File: src/rtl/addsub_pkg.sv
package addsub_pkg;
  localparam int unsigned ADDSUB_W = 4;

  typedef enum logic {
    OP_ADD = 1'b0,
    OP_SUB = 1'b1
  } addsub_op_e;
endpackage

File: src/rtl/addsub_full_adder.sv
module addsub_full_adder (
  input  logic x_i,
  input  logic y_i,
  input  logic c_i,
  output logic s_o,
  output logic c_o
);
  assign s_o = x_i ^ y_i ^ c_i;
  assign c_o = (x_i & y_i) | (c_i & (x_i ^ y_i));
endmodule

File: src/rtl/addsub_ripple.sv
module addsub_ripple #(
  parameter int unsigned W = 4
) (
  input  logic [W-1:0] x_i,
  input  logic [W-1:0] y_i,
  input  logic         cin_i,
  output logic [W-1:0] sum_o,
  output logic         cout_o
);
  logic [W:0] chain;

  assign chain[0] = cin_i;

  for (genvar g = 0; g < W; g++) begin : g_bit
    addsub_full_adder i_fa (
      .x_i (x_i[g]),
      .y_i (y_i[g]),
      .c_i (chain[g]),
      .s_o (sum_o[g]),
      .c_o (chain[g+1])
    );
  end

  assign cout_o = chain[W];
endmodule

File: src/rtl/addsub_fixup.sv
// Second stage: (raw ^ {W{fix}}) + 0 + fix, i.e. a conditional two's complement.
// Its final carry is never built, so it cannot leak to the carry output.
module addsub_fixup #(
  parameter int unsigned W = 4
) (
  input  logic [W-1:0] raw_i,
  input  logic         fix_i,
  output logic [W-1:0] res_o
);
  logic [W-1:0] inv;
  logic [W-1:0] carry;

  assign inv = raw_i ^ {W{fix_i}};

  always_comb begin
    carry[0] = fix_i;
    for (int k = 1; k < W; k++) begin
      carry[k] = inv[k-1] & carry[k-1];
    end
  end

  assign res_o = inv ^ carry;
endmodule

File: src/rtl/addsub_magnitude.sv
module addsub_magnitude
  import addsub_pkg::*;
#(
  parameter int unsigned W = ADDSUB_W
) (
  input  logic [W-1:0] a_i,
  input  logic [W-1:0] b_i,
  input  logic         sub_i,
  output logic [W-1:0] mag_o,
  output logic         carry_o,
  output logic         neg_o
);
  addsub_op_e op;
  logic       is_sub;
  logic [W-1:0] b_cond;
  logic [W-1:0] raw_sum;
  logic         raw_cout;

  assign op     = addsub_op_e'(sub_i);
  assign is_sub = (op == OP_SUB);
  assign b_cond = b_i ^ {W{is_sub}};

  addsub_ripple #(.W(W)) i_stage1 (
    .x_i    (a_i),
    .y_i    (b_cond),
    .cin_i  (is_sub),
    .sum_o  (raw_sum),
    .cout_o (raw_cout)
  );

  // No carry while subtracting means the result wrapped below zero.
  assign neg_o = is_sub & ~raw_cout;

  addsub_fixup #(.W(W)) i_stage2 (
    .raw_i (raw_sum),
    .fix_i (neg_o),
    .res_o (mag_o)
  );

  assign carry_o = raw_cout;
endmodule

File: config.mk
export PLATFORM = sky130hd
export DESIGN_NAME = addsub_magnitude
export DESIGN_NICKNAME = d
export VERILOG_FILES = /design/src/rtl/addsub_pkg.sv /design/src/rtl/addsub_full_adder.sv /design/src/rtl/addsub_ripple.sv /design/src/rtl/addsub_fixup.sv /design/src/rtl/addsub_magnitude.sv
export SDC_FILE = /design/constraint.sdc
export NUM_CORES = 1
export LEC_CHECK = 0
export BUFFER_PORTS_ARGS = -buffer_cell sky130_fd_sc_hd__buf_2
export CAP_MARGIN = 10
export CELL_PAD_IN_SITES_DETAIL_PLACEMENT = 0
export CELL_PAD_IN_SITES_GLOBAL_PLACEMENT = 1
export CORE_AREA = 2 2 39 41
export DETAILED_ROUTE_END_ITERATION = 8
export DIE_AREA = 0 0 41 43
export PLACE_DENSITY = 0.49
export SYNTH_ARGS = -nofsm -noshare
export SYNTH_HDL_FRONTEND = slang
export SYNTH_SLANG_ARGS = --single-unit
File: constraint.sdc
create_clock -name vclk -period 4.6
set_input_delay 0.69 -clock vclk [all_inputs]
set_output_delay 0.69 -clock vclk [all_outputs]
set_load 0.01 [all_outputs]
==> metrics.cfg <==
[run_status]
outcome=finished clean

[floorplanning]
rows=14
initial_core_util=0.134
die_x_microns=41
die-area_sq_um=1760
fp.dieH_microns=43
io_pins=15
core_sq_um=1380

[worst_setup_path]
cp-end-kind=output port
cp.arrival_ps=3550
startpoint_type=input pin
cp_max_fo=5
path_class=input pin to output port
critPathRequiredTime_ps=3910

[placed_design]
routabilityCongestion=0.539
dp_slack_ps=317
numPortBuffers=15
dp_hpwl_microns=353

[synthesis]
synth.cell_area_sq_um=185
syn_nets=32
yosysSeqAreaShare=0
syn_area_per_cell_sq_um=10.3
ys_warn_count=0
postSynthCellCount=18
yosysUniqueCellTypes=9

[route]
drtAntennaViolNets=0
m1WireLength_microns=175
detail_route.vias_per_cell=3.19
wl_met3_microns=79
top_layer=met3
num_vias=153
drc=0
first_iter_violations=0
route.met2.wl_microns=108
finalWirelength_microns=364
drt_pre_antenna_iters=1
wl_per_cell_microns=7.58

[timing]
finalMaxSlewViolations=0
fin_crit_sh=0.923
relSlewSlack=0.837
worstMarginPinSlew_ps=245
finalSetupViolCount=0
fin_crit_ps=4240
setup_tns_ps=0
grt_setup_unrepaired=false
timing.final.ws_setup_ps=355
hold_violations=0
fmax_mhz=236

[finish]
layout-drive-gt1-share=0.500
syn_to_final_growth_pct=48.6
num_antenna_cells=0
clockBufferCount=0
nNetsFinal=48
regArea_sq_um=0
nFlopsAndLatches=0

[global_routing]
grt_max_degree=6
grt_pass1_wl_microns=565
grt-ovfl-total=0
antenna_found_initial=0
grt_use_total=0.0432
grt_pass1_vias=147

[clock_network]
hold_buffers=0
post_cts_buffers=0
cts_resized=0

[pwr]
leakage_nw=0.146
power_density_nw_per_um2=217
max-vdd-ir-drop_uv=67.6

[hold_path]
min_path_type=input pin to output port

[run]
drv_cap=0

==> critical path: stages <==
cell and delay, ps:
buf_2 100, mux2_2 340, fa_1 390, fa_1 390, fa_1 380, nand2b_1 260
xnor2_1 170, ha_1 200, ha_1 180, xor2_1 180, xnor2_1 130, buf_2 150
==> final timing paths <==
| check | cells after the start | from | to | slack [ps] |
|---|---|---|---|---|
| setup / recovery | 12 | b_i[0] | mag_o[3] | 360 |
| hold / removal | 3 | a_i[0] | mag_o[0] | 1680 |
==> cell type report <==
class / count / area [sq um]
Multi-Input combinational cell: 16 / 176
Fill cell: 158 / 1110
Inverter: 1 / 3.75
Tap cell: 16 / 20.0
Timing Repair Buffer: 15 / 75.1
==> cells by family after synthesis <==
family,count (synthesis),share of synthesized area
xor gates and xnor gates,8,0.378
adders and majority gates,5,0.459
buffers and inverters,2,0.0473
and+or+nand+nor,2,0.0541
muxes,1,0.0608
==> layer usage <==
metal / vias to the layer above / track usage
met5: - / 0
met4: 0 / 0
met3: 0 / 0.00524
met2: 14 / 0.0688
met1: 56 / 0.0645
li1: 83 / -
==> report_power, final <==
group | switching [mW] | internal (mW)
clock | 0 | 0
combinational | 0.0302 | 0.0294
sequential | 0 | 0
==> stage by stage <==
step	cell area (sq um)	power (mW)	utilization	hold slack [ps]	instances
2_1_floorplan	185	0.0404	-	1470	18
4_1_cts	275	0.0613	0.199	1680	48
5_1_grt	275	0.0679	0.199	1710	48
6_report	275	0.0596	0.199	1680	48
3_3_place_gp	275	0.0608	0.199	1680	48
3_5_place_dp	275	0.0604	0.199	1680	48
==> synth_stat cells (all sizes together) <==
master,count,share of area
clkbuf,1,0.027
fa,3,0.32
ha,2,0.14
inv,1,0.020
mux2,1,0.061
nand2b,1,0.034
nor2,1,0.020
xnor2,3,0.14
xor2,5,0.24
==> cells in the final DEF (no fill, tap or decap), drive strengths merged <==
cell type  synthesis  layout
xnor2              3       3
mux2               1       1
nor2               1       1
buf                0      15
fa                 3       3
xor2               5       5
nand2b             1       1
ha                 2       2
inv                1       1
Note: power is estimated with default switching activity, not from simulation.
